File: config.mk
export PLATFORM = sky130hd
export DESIGN_NAME = pll_feed_ctl
export DESIGN_NICKNAME = d
export VERILOG_FILES = /design/src/rtl/pllfc_pkg.sv /design/src/rtl/pllfc_feed_seq.sv /design/src/rtl/pllfc_pwr.sv /design/src/rtl/pllfc_regs.sv /design/src/rtl/pll_feed_ctl.sv
export SDC_FILE = /design/constraint.sdc
export NUM_CORES = 1
export LEC_CHECK = 0
export BUFFER_PORTS_ARGS = -buffer_cell sky130_fd_sc_hd__buf_2
export CORE_UTILIZATION = 46
export DETAILED_ROUTE_END_ITERATION = 7
export PLACE_DENSITY_LB_ADDON = 0.12
export RECOVER_POWER = 100
export SLEW_MARGIN = 5
export SYNTH_ARGS = -nofsm -noshare
export SYNTH_HDL_FRONTEND = slang
export SYNTH_SLANG_ARGS = --single-unit
File: constraint.sdc
create_clock -name clk_i -period 1.5 [get_ports clk_i]
set_input_delay 0.075 -clock clk_i [delete_from_list [all_inputs] [get_ports clk_i]]
set_output_delay 0.075 -clock clk_i [all_outputs]
set_load 0.02 [all_outputs]
File: src/rtl/pllfc_pkg.sv
package pllfc_pkg;
  localparam int unsigned BUS_DW = 8;
  localparam logic [BUS_DW-1:0] FEED_KEY_A = 8'hAA;
  localparam logic [BUS_DW-1:0] FEED_KEY_B = 8'h55;

  typedef enum logic [1:0] {
    REG_CTRL = 2'd0,
    REG_CFG  = 2'd1,
    REG_FEED = 2'd2,
    REG_STAT = 2'd3
  } reg_sel_e;
endpackage

File: src/rtl/pllfc_feed_seq.sv
module pllfc_feed_seq
  import pllfc_pkg::*;
(
  input  logic              clk_i,
  input  logic              rst_ni,
  input  logic              feed_wr_i,
  input  logic [BUS_DW-1:0] feed_data_i,
  output logic              done_o
);
  logic armed_q;
  logic key_a, key_b;

  assign key_a = feed_wr_i && (feed_data_i == FEED_KEY_A);
  assign key_b = feed_wr_i && (feed_data_i == FEED_KEY_B);

  // armed for exactly one cycle after a first-key write; anything else disarms
  always_ff @(posedge clk_i or negedge rst_ni) begin
    if (!rst_ni) armed_q <= 1'b0;
    else         armed_q <= key_a;
  end

  assign done_o = armed_q && key_b;

  assert_feed_order_R3: assert property (@(posedge clk_i) disable iff (!rst_ni)
    done_o |-> $past(feed_wr_i && feed_data_i == FEED_KEY_A));
endmodule

File: src/rtl/pllfc_pwr.sv
module pllfc_pwr (
  input  logic pd_req_i,
  input  logic usb_wake_en_i,
  input  logic usb_need_clk_i,
  output logic grant_o
);
  logic veto;
  assign veto    = usb_wake_en_i && usb_need_clk_i;
  assign grant_o = pd_req_i && !veto;
endmodule

File: src/rtl/pllfc_regs.sv
module pllfc_regs #(
  parameter int unsigned CFG_W = 5
) (
  input  logic             clk_i,
  input  logic             rst_ni,
  input  logic             ctrl_wr_i,
  input  logic [1:0]       ctrl_d_i,
  input  logic             cfg_wr_i,
  input  logic [CFG_W-1:0] cfg_d_i,
  input  logic             commit_i,
  input  logic             clear_i,
  output logic [1:0]       hold_ctrl_o,
  output logic [CFG_W-1:0] hold_cfg_o,
  output logic [1:0]       act_ctrl_o,
  output logic [CFG_W-1:0] act_cfg_o
);
  logic [1:0]       hold_ctrl_q, act_ctrl_q;
  logic [CFG_W-1:0] hold_cfg_q,  act_cfg_q;

  always_ff @(posedge clk_i or negedge rst_ni) begin
    if (!rst_ni) begin
      hold_ctrl_q <= '0;
      hold_cfg_q  <= '0;
    end else begin
      if (ctrl_wr_i) hold_ctrl_q <= ctrl_d_i;
      if (cfg_wr_i)  hold_cfg_q  <= cfg_d_i;
    end
  end

  // power-down outranks a completing feed
  always_ff @(posedge clk_i or negedge rst_ni) begin
    if (!rst_ni) begin
      act_ctrl_q <= '0;
      act_cfg_q  <= '0;
    end else if (clear_i) begin
      act_ctrl_q <= '0;
      act_cfg_q  <= '0;
    end else if (commit_i) begin
      act_ctrl_q <= hold_ctrl_q;
      act_cfg_q  <= hold_cfg_q;
    end
  end

  assign hold_ctrl_o = hold_ctrl_q;
  assign hold_cfg_o  = hold_cfg_q;
  assign act_ctrl_o  = act_ctrl_q;
  assign act_cfg_o   = act_cfg_q;

  assert_act_held_R4: assert property (@(posedge clk_i) disable iff (!rst_ni)
    (!commit_i && !clear_i) |=> $stable({act_ctrl_q, act_cfg_q}));

  assert_pd_clears_R8: assert property (@(posedge clk_i) disable iff (!rst_ni)
    clear_i |=> (act_ctrl_q == '0 && act_cfg_q == '0));
endmodule

File: src/rtl/pll_feed_ctl.sv
module pll_feed_ctl
  import pllfc_pkg::*;
#(
  parameter int unsigned CFG_W = 5
) (
  input  logic              clk_i,
  input  logic              rst_ni,
  input  logic              bus_sel_i,
  input  logic              bus_wr_i,
  input  logic [1:0]        bus_addr_i,
  input  logic [BUS_DW-1:0] bus_wdata_i,
  output logic [BUS_DW-1:0] bus_rdata_o,
  input  logic              lock_i,
  input  logic              pd_req_i,
  input  logic              usb_wake_en_i,
  input  logic              usb_need_clk_i,
  output logic              pll_en_o,
  output logic              pll_con_o,
  output logic [CFG_W-1:0]  pll_cfg_o,
  output logic              pd_grant_o
);
  localparam int unsigned STAT_W = CFG_W + 3;

  logic             wr_ctrl, wr_cfg, wr_feed, feed_done, pd_grant;
  logic [1:0]       hold_ctrl, act_ctrl;
  logic [CFG_W-1:0] hold_cfg, act_cfg;
  logic [STAT_W-1:0] stat;

  assign wr_ctrl = bus_sel_i && bus_wr_i && (bus_addr_i == REG_CTRL);
  assign wr_cfg  = bus_sel_i && bus_wr_i && (bus_addr_i == REG_CFG);
  assign wr_feed = bus_sel_i && bus_wr_i && (bus_addr_i == REG_FEED);

  pllfc_feed_seq u_feed (
    .clk_i       (clk_i),
    .rst_ni      (rst_ni),
    .feed_wr_i   (wr_feed),
    .feed_data_i (bus_wdata_i),
    .done_o      (feed_done)
  );

  pllfc_pwr u_pwr (
    .pd_req_i       (pd_req_i),
    .usb_wake_en_i  (usb_wake_en_i),
    .usb_need_clk_i (usb_need_clk_i),
    .grant_o        (pd_grant)
  );

  pllfc_regs #(.CFG_W(CFG_W)) u_regs (
    .clk_i       (clk_i),
    .rst_ni      (rst_ni),
    .ctrl_wr_i   (wr_ctrl),
    .ctrl_d_i    (bus_wdata_i[1:0]),
    .cfg_wr_i    (wr_cfg),
    .cfg_d_i     (bus_wdata_i[CFG_W-1:0]),
    .commit_i    (feed_done),
    .clear_i     (pd_grant),
    .hold_ctrl_o (hold_ctrl),
    .hold_cfg_o  (hold_cfg),
    .act_ctrl_o  (act_ctrl),
    .act_cfg_o   (act_cfg)
  );

  assign stat = {act_cfg, lock_i, act_ctrl[1], act_ctrl[0]};

  always_comb begin
    bus_rdata_o = '0;
    if (bus_sel_i && !bus_wr_i) begin
      unique case (bus_addr_i)
        REG_CTRL: bus_rdata_o = BUS_DW'(hold_ctrl);
        REG_CFG:  bus_rdata_o = BUS_DW'(hold_cfg);
        REG_FEED: bus_rdata_o = '0;
        REG_STAT: bus_rdata_o = BUS_DW'(stat);
        default:  bus_rdata_o = '0;
      endcase
    end
  end

  assign pll_en_o   = act_ctrl[0];
  assign pll_con_o  = act_ctrl[0] && act_ctrl[1] && lock_i;
  assign pll_cfg_o  = act_cfg;
  assign pd_grant_o = pd_grant;

  assert_veto_keeps_R9: assert property (@(posedge clk_i) disable iff (!rst_ni)
    (pd_req_i && usb_wake_en_i && usb_need_clk_i && !feed_done)
      |=> $stable({pll_en_o, pll_cfg_o}));

  assert_con_needs_en_R7: assert property (@(posedge clk_i) disable iff (!rst_ni)
    pll_con_o |-> (pll_en_o && lock_i));
endmodule

==> results of run 1 <==
[worst max-delay path by stage]
| stage | endpoint | slack [ns] | cells after the start |
|---|---|---|---|
| after floorplan | u_regs.act_cfg_o[0]$_DFFE_PN0P_ | 0.11 | 3 |
| after global placement | u_regs.act_cfg_o[4]$_DFFE_PN0P_ | 0.09 | 5 |
| after detailed placement | u_regs.act_cfg_o[0]$_DFFE_PN0P_ | 0.04 | 5 |
| after CTS | bus_rdata_o[1] | 0.15 | 4 |
| after global routing | bus_rdata_o[1] | 0.05 | 4 |
| final | u_regs.act_cfg_o[1]$_DFFE_PN0P_ | 0.13 | 5 |
[cell usage after synthesis]
| master | instances | share of area [%] |
|---|---|---|
| dfrtp_1 | 15 | 45 |
| mux2i_1 | 12 | 14 |
| o21ai_1 | 2 | 1.2 |
| or4bb_1 | 2 | 2.7 |
| nor3_1 | 2 | 1.2 |
| mux2_2 | 2 | 2.7 |
| nor2b_1 | 1 | 0.75 |
| nand3b_1 | 1 | 0.90 |
| and3_1 | 2 | 1.5 |
| nor4_4 | 1 | 2.5 |
| nand3_1 | 2 | 1.2 |
| or4b_4 | 1 | 1.6 |
| nor2_1 | 3 | 1.3 |
| inv_1 | 1 | 0.45 |
| clkbuf_1 | 3 | 1.3 |
| nand2_1 | 17 | 7.6 |
| nand4b_1 | 2 | 2.1 |
| a21bo_2 | 1 | 1.2 |
| mux2_1 | 5 | 6.7 |
| and2_1 | 5 | 3.7 |
[what timing repair did]
action	in CTS	in global routing
hold endpoints to repair	15	0
setup buffers	0	0
hold buffers	1	0
[cell type report]
| type | count | area share, % |
|---|---|---|
| clock buffers | 3 | 2.18 |
| clock inverters | 1 | 0.485 |
| inverters | 1 | 0.364 |
| multi-input cells | 61 | 41.9 |
| flip-flops and latches | 15 | 36.4 |
| well taps | 25 | 3.03 |
| repair buffers | 35 | 15.7 |
[flip-flops by register name, summed over array words and instances (netlist names)]
| signal | count |
|---|---|
| u_regs.act_ctrl_o | 2 |
| u_regs.hold_cfg_o | 5 |
| u_regs.hold_ctrl_o | 2 |
| u_feed.armed_q | 1 |
| u_regs.act_cfg_o | 5 |
[per-stage QoR]
stage | setup slack, ns | utilization (%) | hold slack [ns] | cells | cell area, um^2
3_5_place_dp | 0.0392 | 60.3 | -0.00581 | 136 | 1030
4_1_cts | 0.149 | 62.5 | 0.0292 | 141 | 1070
3_3_place_gp | 0.0856 | 60.3 | -0.00218 | 136 | 1030
6_report | 0.126 | 60.4 | 0.0270 | 141 | 1030
2_1_floorplan | 0.111 | - | -0.221 | 80 | 837
5_1_grt | 0.0517 | 60.4 | 0.0215 | 141 | 1030
[kinds of logic (layout without fill, tap and decap cells)]
| logic type | after synthesis | in the layout | share of synthesized area [%] |
|---|---|---|---|
| compound gates | 3 | 3 | 2.39 |
| mux | 19 | 19 | 23.8 |
| flops | 15 | 15 | 44.8 |
| simple gates | 39 | 39 | 27.2 |
| buf+inv | 4 | 40 | 1.79 |
[report_power, final]
part	total, W	switching, W	internal, W	leakage [nW]
logic	0.000156	0.0000828	0.0000735	0.257
clock network	0.000239	0.000140	0.0000992	0.0177
registers	0.000482	0.0000364	0.000446	0.196
[per-layer routing]
metal | up-vias | GRT usage [%] | routed length, um
li1 | 354 | - | -
met1 | 324 | 27.0 | 880
met2 | 25 | 35.0 | 872
met3 | 4 | 3.67 | 78
met4 | 0 | 10.9 | 36
met5 | - | 0 | 0
[worst max-delay path, cell delays in order]
cell and delay [ns]:
clkbuf_1 0.40, nand4b_1 0.25, nor4_1 0.40, buf_4 0.26, mux2i_1 0.20
[placed cells by master (no fill, tap or decap)]
cell,count
a21bo_1,1
and2_1,5
and3_1,2
buf_2,15
buf_4,1
clkbuf_1,17
clkbuf_2,1
clkbuf_4,3
clkinv_2,1
dfrtp_1,15
dlygate4sd3_1,1
inv_1,1
mux2_1,6
mux2_2,1
mux2i_1,12
nand2_1,17
nand3_1,2
nand3b_1,1
nand4b_1,2
nor2_1,3
nor2b_1,1
nor3_1,2
nor4_1,1
o21ai_1,2
or4b_4,1
or4bb_1,2
==> impl_metrics.json, run 1 <==
{
  "diodes": 0,
  "setup_tns_ns": 0,
  "vias_per_cell": 5.01,
  "power_density_nw_per_um2": 851,
  "grt_pass1_vias": 606,
  "vdd_drop_max_uv": 467,
  "worstPathMaxFanout": 11,
  "finalPower_w": 0.000878,
  "layout.nets": 135,
  "grtUsageTotal_pct": 21.4,
  "clk_pin_slew_ns": 0.09,
  "grt_pass1_wl_mm": 2.93,
  "period_needed_ns": 1.37,
  "synth_area_um2": 837,
  "dp_hpwl_mm": 1.36,
  "grt_max_degree": 16,
  "ys_ff_latch": 15,
  "coreArea_um2": 1710,
  "finClkSkew_ns": 0.000704,
  "ant_nets": 0,
  "slew_violations": 0,
  "ios": 34,
  "syn_area_per_cell_um2": 10.5,
  "cts_tree": "yes",
  "numCtsBuffers": 3,
  "hold_path_class": "primary input to register",
  "drv_cap": 0,
  "finalSetupViolCount": 0,
  "min_period_over_period_pct": 91.6,
  "htree_levels": 1,
  "wl_mm": 1.87,
  "cts_sinks": 15,
  "drive_gt1_share_pct": 19.8,
  "drcViolationCount": 0,
  "cts_root_buffer": "clkbuf_4",
  "reg2reg_depth": 4,
  "rr_startpoint": "u_feed.armed_q$_DFF_PN0_",
  "status": "finished clean",
  "hold_viol": 0,
  "die_area_um2": 1990,
  "ctsResizeCount": 0,
  "rrSetupSlack_ns": 0.23,
  "r2r-end": "u_regs.act_cfg_o[1]$_DFFE_PN0P_",
  "antenna_found_initial": 0,
  "area_growth_pct": 23.2,
  "ys_warn_count": 0,
  "rsz0062_at_grt": "false",
  "fmax_mhz": 728,
  "hold_start": "bus_wdata_i[3]",
  "overflow": 0,
  "slew_headroom_pct": 46.8,
  "placementRows": 15,
  "cp-end-kind": "register",
  "gp_congestion": 0.732,
  "crit_path_start_kind": "primary input",
  "seq_area_frac_synth_pct": 44.8,
  "first_pass_iters": 3,
  "whs_endpoint": "u_regs.hold_cfg_o[3]$_DFFE_PN0P_",
  "cp_data_required_time_ns": 1.72,
  "cellLeakagePower_nw": 0.470,
  "start_util_pct": 49.0,
  "syn_nets": 98,
  "seqCellArea_um2": 375,
  "synth_cells": 80,
  "tightest_slew_ns": 0.798,
  "die_x_um": 44.7,
  "worstSetupPathType": "primary input to register",
  "n_fill_cell": 172,
  "wl_per_cell_um": 13.2,
  "ys_types": 20,
  "worstHoldPathCells": 2,
  "arrival_ns": 1.59,
  "fp.dieH_um": 44.7,
  "clkLatencyLatePin_ns": 0.29,
  "clockBufferDepth": 2,
  "worstSetupStartpoint": "bus_addr_i[1]",
  "num_vias": 707,
  "multiInputGateArea_um2": 432,
  "drtIter0Drc": 4,
  "port_buffers": 33
}
Power figures use the tool's default switching activity.
==> run 2, diff against run 1 <==
- GPL_ROUTABILITY_DRIVEN: not set -> 1
- SYNTH_HIERARCHICAL: not set -> 1
==> impl_metrics.json, run 2 <==
{
  "clkLatencyLatePin_ns": 0.29,
  "cellLeakagePower_nw": 0.460,
  "min_period_over_period_pct": 88.7,
  "r2r-end": "u_regs/act_cfg_o[4]$_DFFE_PN0P_",
  "syn_nets": 88,
  "finalSetupViolCount": 0,
  "drtIter0Drc": 20,
  "diodes": 0,
  "fin_area_um2": 1020,
  "cts_root_buffer": "clkbuf_4",
  "gp_congestion": 0.812,
  "status": "complete, but fails checks",
  "async_reset_ff_share_pct": 100,
  "multiInputGateArea_um2": 404,
  "path_delay_family": "flip-flops",
  "synth_area_leaders": "dfrtp_1 (46%), mux2i_1 (15%), mux2_2 (9.6%), nor2_1 (4.6%), and4bb_2 (3.1%)",
  "num_vias": 701,
  "worst_path_max_delay_cell": "dfrtp_1",
  "synth-simple-area-share_pct": 20.5,
  "cpPeakStageDelay_ns": 0.39,
  "overflow": 0,
  "worstSetupPathType": "register to output pin",
  "synth.area.mux_share_pct": 24.3,
  "cts_tree": "yes",
  "antenna_found_initial": 0,
  "port_buffers": 33,
  "first_pass_iters": 6,
  "drive_gt1_share_pct": 27.5,
  "start_util_pct": 51.8,
  "worstPathMaxFanout": 3,
  "ctsResizeCount": 0,
  "worstHoldPathCells": 2,
  "vdd_drop_max_uv": 607,
  "grt_pass1_vias": 677,
  "drcViolationCount": 3,
  "synth_compound_area_share_pct": 5.05,
  "violations": "design-rule violations",
  "hold_viol": 0,
  "synth_top_family_by_area": "multiplexers",
  "crit_path_start_kind": "register",
  "grt_max_degree": 16,
  "hold_path_class": "primary input to register",
  "cp_data_required_time_ns": 1.42,
  "synth_edf_count": 0,
  "finClkSkew_ns": 0.00414,
  "synth_area_um2": 817,
  "path_cells": "mux2i_1 > a211oi_1 > clkbuf_1",
  "seqCellArea_um2": 375,
  "die_area_um2": 1950,
  "synth_top_cells_by_count": "dfrtp_1 (15), mux2i_1 (12), nor2_1 (10), mux2_2 (7), and2_1 (3)",
  "n_fill_cell": 150,
  "synthXorXnorAreaFrac_pct": 0,
  "place_area_um2": 1010,
  "die_x_um": 44.1,
  "synth.most_common_cell": "dfrtp_1",
  "power_density_nw_per_um2": 851,
  "slew_violations": 0,
  "tightest_slew_ns": 0.853,
  "reg2reg_depth": 4,
  "wl_per_cell_um": 15.5,
  "synthAdderAreaFrac_pct": 0,
  "post_cts_buffers": 0,
  "rsz0062_at_grt": "false",
  "synth_top_cell_by_area": "dfrtp_1",
  "ys_warn_count": 6,
  "area_growth_pct": 24.7,
  "grtUsageTotal_pct": 22.7,
  "ios": 34,
  "cp-end-kind": "output pin",
  "coreArea_um2": 1580,
  "hold_start": "bus_wdata_i[3]",
  "placementRows": 14,
  "crit_buf_inv": 1,
  "vias_per_cell": 5.61,
  "final_cell_mix": "clkbuf_1 (20), buf_2 (16), dfrtp_1 (15)",
  "fmax_mhz": 751,
  "whs_endpoint": "u_regs/hold_cfg_o[3]$_DFFE_PN0P_",
  "syn_area_per_cell_um2": 11.7,
  "wl_mm": 1.94,
  "drv_cap": 0,
  "clk_pin_slew_ns": 0.09,
  "cts_sinks": 15,
  "rr_startpoint": "u_feed/armed_q$_DFF_PN0_",
  "ys_ff_latch": 15,
  "fp.dieH_um": 44.1,
  "synth_top_cell_area_share_pct": 45.9,
  "ant_nets": 0,
  "slew_headroom_pct": 43.1,
  "period_needed_ns": 1.33,
  "clockBufferDepth": 2,
  "htree_levels": 1,
  "layout.nets": 128,
  "ys_types": 21,
  "numCtsBuffers": 3,
  "final_util_pct": 64.6,
  "synth_cells": 70,
  "finalPower_w": 0.000867,
  "synth_flop_cell": "dfrtp_1",
  "dp_hpwl_mm": 1.46,
  "layout_commonest_cell": "clkbuf_1",
  "arrival_ns": 1.26,
  "seq_area_frac_synth_pct": 45.9,
  "rrSetupSlack_ns": 0.38,
  "grt_pass1_wl_mm": 3.08
}
==> run 2: cell count changes after synthesis, moves of 3 or more <==
cell,before,now
nand2_1,17,1
clkbuf_1,3,0
mux2_1,5,0
mux2_2,2,7
nor2_1,3,10
==> run 2: kinds of logic (layout without fill, tap and decap cells) <==
group                  count (synthesis)  in the layout
and+or+nand+nor                       27             27
DFF                                   15             15
muxes                                 19             19
buffers and inverters                  4             43
AOI/OAI and AO/OA                      5              5
==> run 2: area by class of cell <==
| cell class | instances | share of cell area [%] |
|---|---|---|
| Tap cell | 16 | 1.97 |
| Multi-Input combinational cell | 51 | 39.7 |
| Timing Repair Buffer | 38 | 18.6 |
| Sequential cell | 15 | 36.9 |
| Inverter | 1 | 0.369 |
| Clock buffer | 4 | 2.58 |
==> run 2: how the worst max path moves through the flow <==
stage,cells past startpoint,from,endpoint
after global routing,3,u_regs/hold_ctrl_o[1]$_DFFE_PN0P_,bus_rdata_o[1]
after floorplan,8,bus_addr_i[1],u_regs/act_cfg_o[0]$_DFFE_PN0P_
after global placement,8,bus_sel_i,u_regs/act_ctrl_o[0]$_DFFE_PN0P_
final,3,u_regs/hold_ctrl_o[1]$_DFFE_PN0P_,bus_rdata_o[1]
after detailed placement,8,bus_sel_i,u_regs/act_cfg_o[4]$_DFFE_PN0P_
after CTS,3,u_regs/hold_ctrl_o[1]$_DFFE_PN0P_,bus_rdata_o[1]
==> run 2: timing repair <==
action / CTS / global route
hold buffers: 1 / 0
endpoints found under the setup margin: 0 / 0
hold endpoints to repair: 15 / 0
==> run 2: report_power, final <==
| part | internal, W | switching, W | leakage [nW] |
|---|---|---|---|
| logic | 0.0000772 | 0.0000706 | 0.249 |
| registers | 0.000446 | 0.0000375 | 0.196 |
| clock network | 0.000103 | 0.000133 | 0.0150 |
| total | 0.000626 | 0.000241 | 0.460 |
==> run 2: per-stage QoR <==
| step | setup TNS (ns) | instances | hold slack [ns] | setup WS [ns] |
|---|---|---|---|---|
| floorplan | 0 | 70 | -0.221 | 0.143 |
| global placement | 0 | 120 | -0.00901 | 0.0440 |
| detailed placement | -0.0109 | 120 | 0.00148 | -0.00655 |
| CTS | 0 | 125 | 0.0502 | 0.239 |
| global route | 0 | 125 | 0.0499 | 0.112 |
| finish | 0 | 125 | 0.0487 | 0.169 |
==> run 2: metal layers <==
layer,GRT usage (%),wire length [um],part of all wire (%),vias to the layer above
met3,5.31,94,4.8,4
met1,29.3,872,45,341
met2,35.9,936,48,25
met5,0,0,0,-
met4,10.9,34,1.8,0
li1,-,-,-,331
==> run 3, diff against run 2 <==
- CORE_MARGIN: not set -> 2
- MAX_ROUTING_LAYER: not set -> met4
==> impl_metrics.json, run 3 (synthesized netlist as in run 2, its figures left out) <==
{
  "wl_per_cell_um": 14.3,
  "hold_viol": 0,
  "pwr-share-seq_pct": 56.2,
  "worst_path_max_delay_cell": "dfrtp_1",
  "overflow": 0,
  "cts_tree": "yes",
  "status": "finished clean",
  "ctsResizeCount": 0,
  "internal_power_w": 0.000623,
  "n_fill_cell": 156,
  "switching_share_pct": 27.4,
  "grt_max_degree": 16,
  "worstSetupPathDepth": 3,
  "cpPeakStageDelay_ns": 0.39,
  "clk_pin_slew_ns": 0.09,
  "diodes": 0,
  "drcViolationCount": 0,
  "dp_hpwl_mm": 1.44,
  "setup_slack_ns": 0.166,
  "die_area_um2": 2130,
  "ios": 34,
  "rsz0062_at_grt": "false",
  "cp_data_required_time_ns": 1.42,
  "numCtsBuffers": 3,
  "cts_root_buffer": "clkbuf_4",
  "antenna_found_initial": 0,
  "power_frac_comb_pct": 17.1,
  "coreArea_um2": 1690,
  "period_needed_ns": 1.33,
  "tightest_slew_ns": 0.795,
  "finalSetupViolCount": 0,
  "first_pass_iters": 3,
  "slew_violations": 0,
  "area_growth_pct": 23.9,
  "die_x_um": 46.1,
  "p_switching_w": 0.000235,
  "r2r-end": "u_regs/act_ctrl_o[0]$_DFFE_PN0P_",
  "cellLeakagePower_nw": 0.460,
  "clockBufferDepth": 2,
  "placementRows": 15,
  "reg2reg_depth": 4,
  "hold_path_class": "primary input to register",
  "rr_startpoint": "u_feed/armed_q$_DFF_PN0_",
  "holdWs_ns": 0.0514,
  "path_cells": "mux2i_1 > a211oi_1 > clkbuf_1",
  "place_area_um2": 1000,
  "vdd_drop_max_uv": 583,
  "worstSetupStartpoint": "u_regs/hold_cfg_o[0]$_DFFE_PN0P_",
  "power_density_nw_per_um2": 848,
  "crit_buf_inv": 1,
  "rrSetupSlack_ns": 0.47,
  "num_vias": 670,
  "endpoint": "bus_rdata_o[0]",
  "layout.nets": 128,
  "gp_congestion": 0.713,
  "cp-end-kind": "output pin",
  "finClkSkew_ns": 0.00634,
  "grt_pass1_vias": 595,
  "wl_mm": 1.80,
  "grtUsageTotal_pct": 19.3,
  "layout_commonest_cell": "clkbuf_1",
  "port_buffers": 33,
  "arrival_ns": 1.26,
  "cts_sinks": 15,
  "ant_nets": 0,
  "fin_area_um2": 1010,
  "p_clk_share_pct": 26.7,
  "worstPathMaxFanout": 3,
  "final_cell_mix": "clkbuf_1 (19), buf_2 (16), dfrtp_1 (15)",
  "drtIter0Drc": 4,
  "htree_levels": 1,
  "grt_pass1_wl_mm": 2.73,
  "clkLatencyLatePin_ns": 0.28,
  "crit_path_start_kind": "register",
  "hold_start": "bus_wdata_i[2]",
  "finalPower_w": 0.000858,
  "fmax_mhz": 750,
  "drv_cap": 0,
  "slew_headroom_pct": 47.0,
  "fp.dieH_um": 46.1,
  "min_period_over_period_pct": 88.9,
  "drive_gt1_share_pct": 29.4,
  "vias_per_cell": 5.32,
  "dpl_worst_slack_ns": -0.00826,
  "path_delay_family": "flip-flops",
  "worstSetupPathType": "register to output pin",
  "start_util_pct": 48.4
}
-- run 3: cell types whose count changed in the layout (fill, tap and decap cells not counted) --
cell | before | now
a21boi_1 | 1 | 0
a21boi_2 | 0 | 1
buf_12 | 1 | 0
buf_4 | 1 | 2
clkbuf_1 | 20 | 19
clkinv_2 | 0 | 1
-- run 3: cell type report --
class	instances	area [um^2]	share of cell area, %
Multi-Input combinational cell	51	408	40.3
Sequential cell	15	375	37.1
Timing Repair Buffer	38	176	17.4
Clock buffer	3	22.5	2.22
Tap cell	17	21.3	2.10
Clock inverter	1	5.00	0.494
Inverter	1	3.75	0.371
-- run 3: stage by stage --
step	utilization, %	setup TNS [ns]	std cells
after global placement	59.4	0	121
final	59.9	0	126
after CTS	61.6	0	126
after detailed placement	59.4	-0.0202	121
after floorplan	-	0	70
after global routing	59.9	0	126
-- run 3: repair_timing --
action,4_1_cts,5_1_grt
buffers inserted,0,0
hold endpoints to repair,15,0
hold buffers,1,0
-- run 3: per-layer routing --
metal | global-route usage [%] | vias to the layer above | wire length [um]
met1 | 25.9 | 314 | 851
met3 | 2.35 | 2 | 90
met5 | - | - | 0
li1 | - | 333 | -
met2 | 27.2 | 21 | 841
met4 | 12.0 | 0 | 18
-- run 3: power by group through the flow --
stage / clock network (W) / logic, W / registers, W
3_3_place_gp: 0 / 0.000146 / 0.000489
6_report: 0.000229 / 0.000147 / 0.000482
2_1_floorplan: 0 / 0.0000950 / 0.000476
3_5_place_dp: 0 / 0.000149 / 0.000492
4_1_cts: 0.000241 / 0.000152 / 0.000484
5_1_grt: 0.000258 / 0.000162 / 0.000490
-- run 3: worst min path at each step --
stage | depth (start not counted) | endpoint | slack, ns
2_1_floorplan | 0 | u_feed/armed_q$_DFF_PN0_ | -0.22
3_3_place_gp | 1 | u_regs/hold_cfg_o[2]$_DFFE_PN0P_ | -0.005
3_5_place_dp | 1 | u_regs/act_cfg_o[4]$_DFFE_PN0P_ | -0.009
4_1_cts | 2 | u_regs/hold_cfg_o[2]$_DFFE_PN0P_ | 0.04
5_1_grt | 2 | u_regs/hold_cfg_o[2]$_DFFE_PN0P_ | 0.04
6_report | 2 | u_regs/hold_cfg_o[2]$_DFFE_PN0P_ | 0.05
